[src/rtl/tsm_pkg.sv]
package tsm_pkg;

    typedef enum logic [1:0] {
        MODE_TX_ONLY     = 2'd0,
        MODE_RX_ONLY     = 2'd1,
        MODE_HALF_DUPLEX = 2'd2
    } xfer_mode_e;

    typedef enum logic [2:0] {
        ST_IDLE  = 3'd0,
        ST_LEAD  = 3'd1,
        ST_HIGH  = 3'd2,
        ST_LOW   = 3'd3,
        ST_TRAIL = 3'd4,
        ST_GAP_A = 3'd5,
        ST_GAP_B = 3'd6
    } fsm_state_e;

    // Smallest half period (in system clocks) that keeps the serial clock
    // at or below the ceiling; never less than one.
    function automatic int unsigned half_period_cycles(
        input int unsigned sys_hz,
        input int unsigned max_hz
    );
        int unsigned full_div;
        full_div = (sys_hz + 2 * max_hz - 1) / (2 * max_hz);
        return (full_div < 1) ? 1 : full_div;
    endfunction

endpackage

[src/rtl/tsm_clk_div.sv]
module tsm_clk_div #(
    parameter int unsigned HALF = 3,
    localparam int unsigned CW = (HALF > 1) ? $clog2(HALF) : 1
) (
    input  logic clk,
    input  logic rst_n,
    input  logic run,
    output logic tick
);

    logic [CW-1:0] cnt_q;
    logic          wrap;

    assign wrap = (cnt_q == CW'(HALF - 1));
    assign tick = run && wrap;

    always_ff @(posedge clk or negedge rst_n) begin
        if (!rst_n) begin
            cnt_q <= '0;
        end else if (!run || wrap) begin
            cnt_q <= '0;
        end else begin
            cnt_q <= cnt_q + CW'(1);
        end
    end

    generate
        if (HALF > 1) begin : g_gap_check
            AST_TICK_SPACED: assert property (@(posedge clk) disable iff (!rst_n)
                tick |=> !tick);
        end
    endgenerate

endmodule

[src/rtl/tsm_ctrl_fsm.sv]
module tsm_ctrl_fsm
    import tsm_pkg::*;
#(
    parameter xfer_mode_e  XFER_MODE = MODE_HALF_DUPLEX,
    parameter int unsigned CNT_W     = 6
) (
    input  logic             clk,
    input  logic             rst_n,
    input  logic             start,
    input  logic             tick,
    input  logic [CNT_W-1:0] len_in,
    input  logic [CNT_W-1:0] rd_in,
    output logic             run,
    output logic             busy,
    output logic             sclk,
    output logic             cs_n,
    output logic             oe,
    output logic             done,
    output logic             load_ev,
    output logic             shift_ev,
    output logic             cap_ev,
    output logic             publish
);

    fsm_state_e       state_q, state_d;
    logic [CNT_W-1:0] bit_cnt_q;
    logic [CNT_W-1:0] len_q;
    logic [CNT_W-1:0] rd_q;
    logic             sclk_q, cs_n_q, oe_q, pub_q, done_q;

    logic rise_ev, fall_ev, end_ev, last_bit, in_read;

    assign load_ev  = start && (state_q == ST_IDLE);
    assign rise_ev  = tick && ((state_q == ST_LEAD) || (state_q == ST_LOW));
    assign fall_ev  = tick && (state_q == ST_HIGH);
    assign end_ev   = tick && (state_q == ST_TRAIL);
    assign last_bit = (bit_cnt_q == len_q - CNT_W'(1));
    assign in_read  = (XFER_MODE == MODE_HALF_DUPLEX) ? (bit_cnt_q < rd_q) : 1'b1;

    assign shift_ev = fall_ev;
    assign cap_ev   = rise_ev && (XFER_MODE != MODE_TX_ONLY) && in_read;
    assign publish  = pub_q;
    assign run      = (state_q != ST_IDLE);
    assign busy     = (state_q != ST_IDLE);
    assign sclk     = sclk_q;
    assign cs_n     = cs_n_q;
    assign oe       = oe_q;
    assign done     = done_q;

    // Next-state selection
    always_comb begin
        state_d = state_q;
        unique case (state_q)
            ST_IDLE:  if (start) state_d = ST_LEAD;
            ST_LEAD:  if (tick)  state_d = ST_HIGH;
            ST_HIGH:  if (tick)  state_d = last_bit ? ST_TRAIL : ST_LOW;
            ST_LOW:   if (tick)  state_d = ST_HIGH;
            ST_TRAIL: if (tick)  state_d = ST_GAP_A;
            ST_GAP_A: if (tick)  state_d = ST_GAP_B;
            ST_GAP_B: if (tick)  state_d = ST_IDLE;
            default:             state_d = ST_IDLE;
        endcase
    end

    // State register
    always_ff @(posedge clk or negedge rst_n) begin
        if (!rst_n) begin
            state_q <= ST_IDLE;
        end else begin
            state_q <= state_d;
        end
    end

    // Registered outputs and frame bookkeeping
    always_ff @(posedge clk or negedge rst_n) begin
        if (!rst_n) begin
            sclk_q    <= 1'b0;
            cs_n_q    <= 1'b1;
            oe_q      <= 1'b0;
            pub_q     <= 1'b0;
            done_q    <= 1'b0;
            bit_cnt_q <= '0;
            len_q     <= '0;
            rd_q      <= '0;
        end else begin
            pub_q  <= end_ev;
            done_q <= pub_q;
            if (load_ev) begin
                cs_n_q    <= 1'b0;
                sclk_q    <= 1'b0;
                oe_q      <= 1'b0;
                bit_cnt_q <= '0;
                len_q     <= len_in;
                rd_q      <= rd_in;
            end
            if (rise_ev) begin
                sclk_q <= 1'b1;
            end
            if (fall_ev) begin
                sclk_q    <= 1'b0;
                bit_cnt_q <= bit_cnt_q + CNT_W'(1);
                if ((XFER_MODE == MODE_HALF_DUPLEX) && !last_bit &&
                    ((bit_cnt_q + CNT_W'(1)) == rd_q)) begin
                    oe_q <= 1'b1;
                end
            end
            if (end_ev) begin
                cs_n_q <= 1'b1;
                oe_q   <= 1'b0;
            end
        end
    end

    AST_SCLK_IDLE_LOW: assert property (@(posedge clk) disable iff (!rst_n)
        cs_n_q |-> !sclk_q);
    AST_SCLK_ON_TICK: assert property (@(posedge clk) disable iff (!rst_n)
        !$stable(sclk_q) |-> $past(tick));
    AST_OE_AFTER_READ: assert property (@(posedge clk) disable iff (!rst_n)
        oe_q |-> (!cs_n_q && (bit_cnt_q >= rd_q)));
    AST_DONE_AFTER_CS: assert property (@(posedge clk) disable iff (!rst_n)
        done_q |-> (cs_n_q && !$past(cs_n_q, 2)));
    AST_DONE_IN_BUSY: assert property (@(posedge clk) disable iff (!rst_n)
        done_q |-> busy);
    AST_CS_GAP_HELD: assert property (@(posedge clk) disable iff (!rst_n)
        $rose(cs_n_q) |=> cs_n_q);

endmodule

[src/rtl/tsm_shifter.sv]
module tsm_shifter #(
    parameter int unsigned MAX_BITS = 32,
    parameter int unsigned CNT_W    = 6
) (
    input  logic                clk,
    input  logic                rst_n,
    input  logic                load_ev,
    input  logic [MAX_BITS-1:0] wr_data,
    input  logic [CNT_W-1:0]    len_in,
    input  logic                shift_ev,
    input  logic                cap_ev,
    input  logic                in_bit,
    input  logic                publish,
    output logic                tx_bit,
    output logic [MAX_BITS-1:0] rd_data
);

    logic [MAX_BITS-1:0] tx_sr_q;
    logic [MAX_BITS-1:0] rx_sr_q;
    logic [MAX_BITS-1:0] rd_q;
    logic [CNT_W-1:0]    align;

    // Left-align the outgoing word so that its top bit sits at the MSB.
    assign align   = CNT_W'(MAX_BITS) - len_in;
    assign tx_bit  = tx_sr_q[MAX_BITS-1];
    assign rd_data = rd_q;

    always_ff @(posedge clk or negedge rst_n) begin
        if (!rst_n) begin
            tx_sr_q <= '0;
            rx_sr_q <= '0;
            rd_q    <= '0;
        end else begin
            if (load_ev) begin
                tx_sr_q <= wr_data << align;
                rx_sr_q <= '0;
            end else begin
                if (shift_ev) begin
                    tx_sr_q <= {tx_sr_q[MAX_BITS-2:0], 1'b0};
                end
                if (cap_ev) begin
                    rx_sr_q <= {rx_sr_q[MAX_BITS-2:0], in_bit};
                end
            end
            if (publish) begin
                rd_q <= rx_sr_q;
            end
        end
    end

endmodule

[src/rtl/trimode_spi_master.sv]
module trimode_spi_master
    import tsm_pkg::*;
#(
    parameter xfer_mode_e  XFER_MODE   = MODE_HALF_DUPLEX,
    parameter int unsigned SYS_CLK_HZ  = 125_000_000,
    parameter int unsigned SCLK_MAX_HZ = 25_000_000,
    parameter int unsigned MAX_BITS    = 32,
    parameter int unsigned RD_DEFAULT  = 16,
    localparam int unsigned LEN_W      = $clog2(MAX_BITS)
) (
    input  logic                clk,
    input  logic                rst_n,
    input  logic                start,
    input  logic [MAX_BITS-1:0] wr_data,
    input  logic [LEN_W-1:0]    frame_len,
    input  logic [LEN_W-1:0]    rd_len,
    output logic                busy,
    output logic                done,
    output logic [MAX_BITS-1:0] rd_data,
    output logic                sclk,
    output logic                cs_n,
    output logic                mosi,
    input  logic                miso,
    output logic                sio_o,
    output logic                sio_oe,
    input  logic                sio_i
);

    localparam int unsigned CNT_W = LEN_W + 1;
    localparam int unsigned HALF  = half_period_cycles(SYS_CLK_HZ, SCLK_MAX_HZ);

    logic [CNT_W-1:0] len_eff, rd_req, rd_eff;
    logic run, tick, load_ev, shift_ev, cap_ev, publish, tx_bit, in_bit;
    logic cs_n_w, oe_w;

    // Field decode: zero selects the full width / the default read count.
    always_comb begin
        len_eff = (frame_len == '0) ? CNT_W'(MAX_BITS) : {1'b0, frame_len};
        rd_req  = (rd_len == '0) ? CNT_W'(RD_DEFAULT) : {1'b0, rd_len};
        rd_eff  = (rd_req > len_eff) ? len_eff : rd_req;
    end

    tsm_clk_div #(
        .HALF (HALF)
    ) clk_div_i (
        .clk   (clk),
        .rst_n (rst_n),
        .run   (run),
        .tick  (tick)
    );

    tsm_ctrl_fsm #(
        .XFER_MODE (XFER_MODE),
        .CNT_W     (CNT_W)
    ) ctrl_i (
        .clk      (clk),
        .rst_n    (rst_n),
        .start    (start),
        .tick     (tick),
        .len_in   (len_eff),
        .rd_in    (rd_eff),
        .run      (run),
        .busy     (busy),
        .sclk     (sclk),
        .cs_n     (cs_n_w),
        .oe       (oe_w),
        .done     (done),
        .load_ev  (load_ev),
        .shift_ev (shift_ev),
        .cap_ev   (cap_ev),
        .publish  (publish)
    );

    tsm_shifter #(
        .MAX_BITS (MAX_BITS),
        .CNT_W    (CNT_W)
    ) shifter_i (
        .clk      (clk),
        .rst_n    (rst_n),
        .load_ev  (load_ev),
        .wr_data  (wr_data),
        .len_in   (len_eff),
        .shift_ev (shift_ev),
        .cap_ev   (cap_ev),
        .in_bit   (in_bit),
        .publish  (publish),
        .tx_bit   (tx_bit),
        .rd_data  (rd_data)
    );

    assign cs_n   = cs_n_w;
    assign sio_oe = oe_w;

    generate
        if (XFER_MODE == MODE_TX_ONLY) begin : g_tx_only
            wire unused_pins = miso ^ sio_i;
            assign mosi   = tx_bit & ~cs_n_w;
            assign sio_o  = 1'b0;
            assign in_bit = 1'b0;
        end else if (XFER_MODE == MODE_RX_ONLY) begin : g_rx_only
            wire unused_pins = sio_i ^ tx_bit;
            assign mosi   = 1'b0;
            assign sio_o  = 1'b0;
            assign in_bit = miso;
        end else begin : g_half_duplex
            wire unused_pins = miso;
            assign mosi   = 1'b0;
            assign sio_o  = tx_bit & oe_w;
            assign in_bit = sio_i;
        end
    endgenerate

endmodule

[config.mk]
export PLATFORM = sky130hd
export DESIGN_NAME = trimode_spi_master
export DESIGN_NICKNAME = d
export VERILOG_FILES = /design/src/rtl/tsm_pkg.sv /design/src/rtl/tsm_clk_div.sv /design/src/rtl/tsm_ctrl_fsm.sv /design/src/rtl/tsm_shifter.sv /design/src/rtl/trimode_spi_master.sv
export SDC_FILE = /design/constraint.sdc
export NUM_CORES = 1
export LEC_CHECK = 0
export ABC_AREA = 1
export ABC_CLOCK_PERIOD_IN_PS = 5700
export CAP_MARGIN = 20
export CORE_UTILIZATION = 33
export DETAILED_ROUTE_END_ITERATION = 7
export DONT_BUFFER_PORTS = 1
export HOLD_SLACK_MARGIN = 0.03
export PLACE_DENSITY_LB_ADDON = 0.3
export SLEW_MARGIN = 15
export SYNTH_ARGS = -nofsm -noshare
export SYNTH_HDL_FRONTEND = slang
export SYNTH_HIERARCHICAL = 1
export SYNTH_SLANG_ARGS = --single-unit
[constraint.sdc]
create_clock -name clk -period 5.7 [get_ports clk]
set_input_delay 1.425 -clock clk [delete_from_list [all_inputs] [get_ports clk]]
set_output_delay 1.425 -clock clk [all_outputs]
set_load 0.03 [all_outputs]
==> flow_summary.toml <==
[power]
leakagePower_nw = 3.98
cellPowerDensity_nw_per_um2 = 415
ir_drop_mv = 0.226

[final_layout]
drive_gt1_frac = 0.116
diodes = 0
multi_input_area_um2 = 3890
register_area_um2 = 3100
area_growth_pct = 8.47
finalCoreUtilization = 0.367
nNetsFinal = 1070
n_fill_cell = 2367

[synthesis]
synth_seq_cells = 124
synth_warnings = 6
syn_avg_cell_area_um2 = 7.34
ys_async_sr_fraction = 1.00
syn_area_um2 = 7680
synth_cells = 1046
synth_edf_count = 0
yosysUniqueCellTypes = 41
ys_seq_area_frac = 0.404
ys.flop_type = "dfrtp_1"

[worst_setup_path]
rr_worst_depth = 11
r2r_setup_slack_ps = 2890
cp_common_cell = "nand3_1"
crit_path_start_kind = "primary input"
cp_top_family = "buffers and inverters"
critPathArrivalTime_ps = 3920
cp.buffers_inverters = 4
timing.rr.end = "shifter_i/tx_sr_q[23]"
required_ps = 6010
cp.depth = 11
path_max_fanout = 37
worstSetupPathType = "in2reg"
r2r_start = "ctrl_i/state_q[1]"
slowest_stage = "inv_1"
crit_chain = "inv_4 -> ha_1 -> buf_4 -> inv_1 -> nand3_1 -> nand3_1 -> nand3_1 -> nand3_1 -> nand3_1 -> nand2_1 -> inv_1"
critPathCaptureType = "flop"
slowest_delay_ps = 760

[timing]
post-route-min-period_ps = 3610
final_max_slew_viol_count = 0
rsz0062_at_grt = "false"
skew_ps = 8.53
setup_ws_ps = 2090
final.setup.tns_ps = 0
fin_crit_sh = 0.634
setup_viol = 0
max_freq_mhz = 277
fin_hold_ws_ps = 423
worstMarginPinSlew_ps = 992
max_slew_margin = 0.338
hold_viol_final = 0

[global_routing]
antenna_found_initial = 0
grt_pass1_vias = 6335
grt_overflow_total = 0
grt.total_usage = 0.166
grt_max_degree = 125
grt_pass1_wl_um = 31900

[die]
dieHeight_um = 155
ios = 86
die_x_um = 155
fp.dieArea_um2 = 23900
core-area_um2 = 22700
start_util = 0.338
num_rows = 55

[clock_tree]
cts_made_buffers = 17
cts_max_level = 4
post_cts.repair.setup_buffers = 0
cts-root-buf = "clkbuf_16"
cts-resized-gates = 0
ctsHoldBuffers = 0
cts_max_path_buffers = 2
tritoncts = "done"
clkTransAtPathRegs_ps = 60
numClockSinks = 124
worst_skew_pair.late_latency_ps = 420

[placement]
post-dp-hpwl_um = 12900
dp_worst_setup_slack_ps = 1710
numPortBuffers = 0
gp_congestion = 0.902

[drt]
drt_iter0_markers = 411
drc = 0
m1WireLength_um = 8980
wl_um = 18700
ant_nets = 0
dr.pass1.iters = 5
wl_met3_um = 834
dr_wl_met2_um = 8540
wl_per_cell_um = 14.3
vias_per_cell = 5.05
highest_layer = "met4"
num_vias = 6599

[min_path]
min_to = "clk_div_i/cnt_q[0]"
hold_class = "reg2reg"
whs_path_depth = 1
min_from = "clk_div_i/cnt_q[0]"

[run]
maxCapViolCount = 0

[run_status]
outcome = "complete, no violations"
per-layer routing:
| metal | track usage | up-vias |
|---|---|---|
| met5 | 0 | - |
| met4 | 0.0547 | 0 |
| met3 | 0.0415 | 23 |
| met2 | 0.263 | 141 |
| met1 | 0.221 | 3065 |
| li1 | - | 3370 |
synthesized netlist by cell type (all sizes together), types with 2 or more instances:
master	number	area [um^2]
o21ai	77	389
nor2	69	315
a21oi	65	374
nand2	285	1100
buf	31	221
ha	15	188
dfrtp	123	3080
clkbuf	31	118
nor3	2	10.0
nand4	7	43.8
or2	12	75.1
mux2	15	169
nand3	210	1130
inv	92	353
o22ai	4	25.0
kinds of logic (layout without fill, tap and decap cells):
family,Yosys count,in the layout,synth area share
buffers and inverters,155,129,0.0906
xor gates and xnor gates,1,1,0.00358
AOI/OAI and AO/OA,150,150,0.107
DFF,124,124,0.404
and+or+nand+nor,585,585,0.348
other,1,2,0.000488
muxes,15,15,0.0220
adders and majority gates,15,15,0.0244
report_power, final:
part / total [mW] / internal, mW / switching [mW]
Clock: 1.08 / 0.624 / 0.459
Sequential: 1.28 / 1.12 / 0.159
Combinational: 1.10 / 0.384 / 0.712
Total: 3.46 / 2.13 / 1.33
cell type report:
type	instances	share of cell area
clock inverter	15	0.0206
multi-input combinational	768	0.467
clock buffer	17	0.0511
timing repair buffer	4	0.00360
sequential	124	0.373
tap	285	0.0428
inverter	93	0.0428
cells in the final DEF (no fill, tap or decap), drive strengths merged, types with 2 or more instances in the layout:
cell type	synthesis	layout
nand2	285	285
nand3	210	210
dfrtp	123	123
inv	92	102
o21ai	77	77
nor2	69	69
a21oi	65	65
clkbuf	31	17
ha	15	15
mux2	15	15
or2	12	12
nand4	7	7
o22ai	4	4
buf	31	4
clkinv	1	4
nor3	2	2
conb	1	2
registers in the layout, indices dropped and copies added (netlist names):
register / cells
ctrl_i/len_q: 6
shifter_i/tx_sr_q: 32
ctrl_i/sclk: 1
ctrl_i/state_q: 3
ctrl_i/bit_cnt_q: 6
clk_div_i/cnt_q: 2
shifter_i/rd_data: 32
ctrl_i/rd_q: 6
ctrl_i/publish: 1
ctrl_i/done: 1
shifter_i/rx_sr_q: 32
ctrl_i/oe: 1
ctrl_i/cs_n: 1
worst register-to-register path, cell delays in order (launching register included):
cell	delay, ps
dfrtp_1	440
nor2_1	220
nand2_1	310
nand2_1	150
inv_1	80
nand2_4	140
inv_1	140
nor2_1	250
inv_1	430
or2_2	440
nand2_1	70
inv_1	30
through the flow:
step	power, mW	instances	area, um^2
after CTS	3.50	1306	8330
final	3.46	1306	8330
after global routing	3.75	1306	8330
after global placement	2.37	1274	7740
after floorplan	2.19	1047	7690
after detailed placement	2.39	1274	7740
worst max path at each step:
stage / startpoint / endpoint / slack, ps
after CTS: frame_len[0] / shifter_i/tx_sr_q[25] / 2160
after global routing: frame_len[0] / shifter_i/tx_sr_q[31] / 1810
after detailed placement: frame_len[0] / shifter_i/tx_sr_q[25] / 1710
after floorplan: frame_len[0] / shifter_i/tx_sr_q[28] / 2440
final: frame_len[0] / shifter_i/tx_sr_q[25] / 2090
after global placement: frame_len[0] / shifter_i/tx_sr_q[25] / 1720
Power figures use the tool's default switching activity.
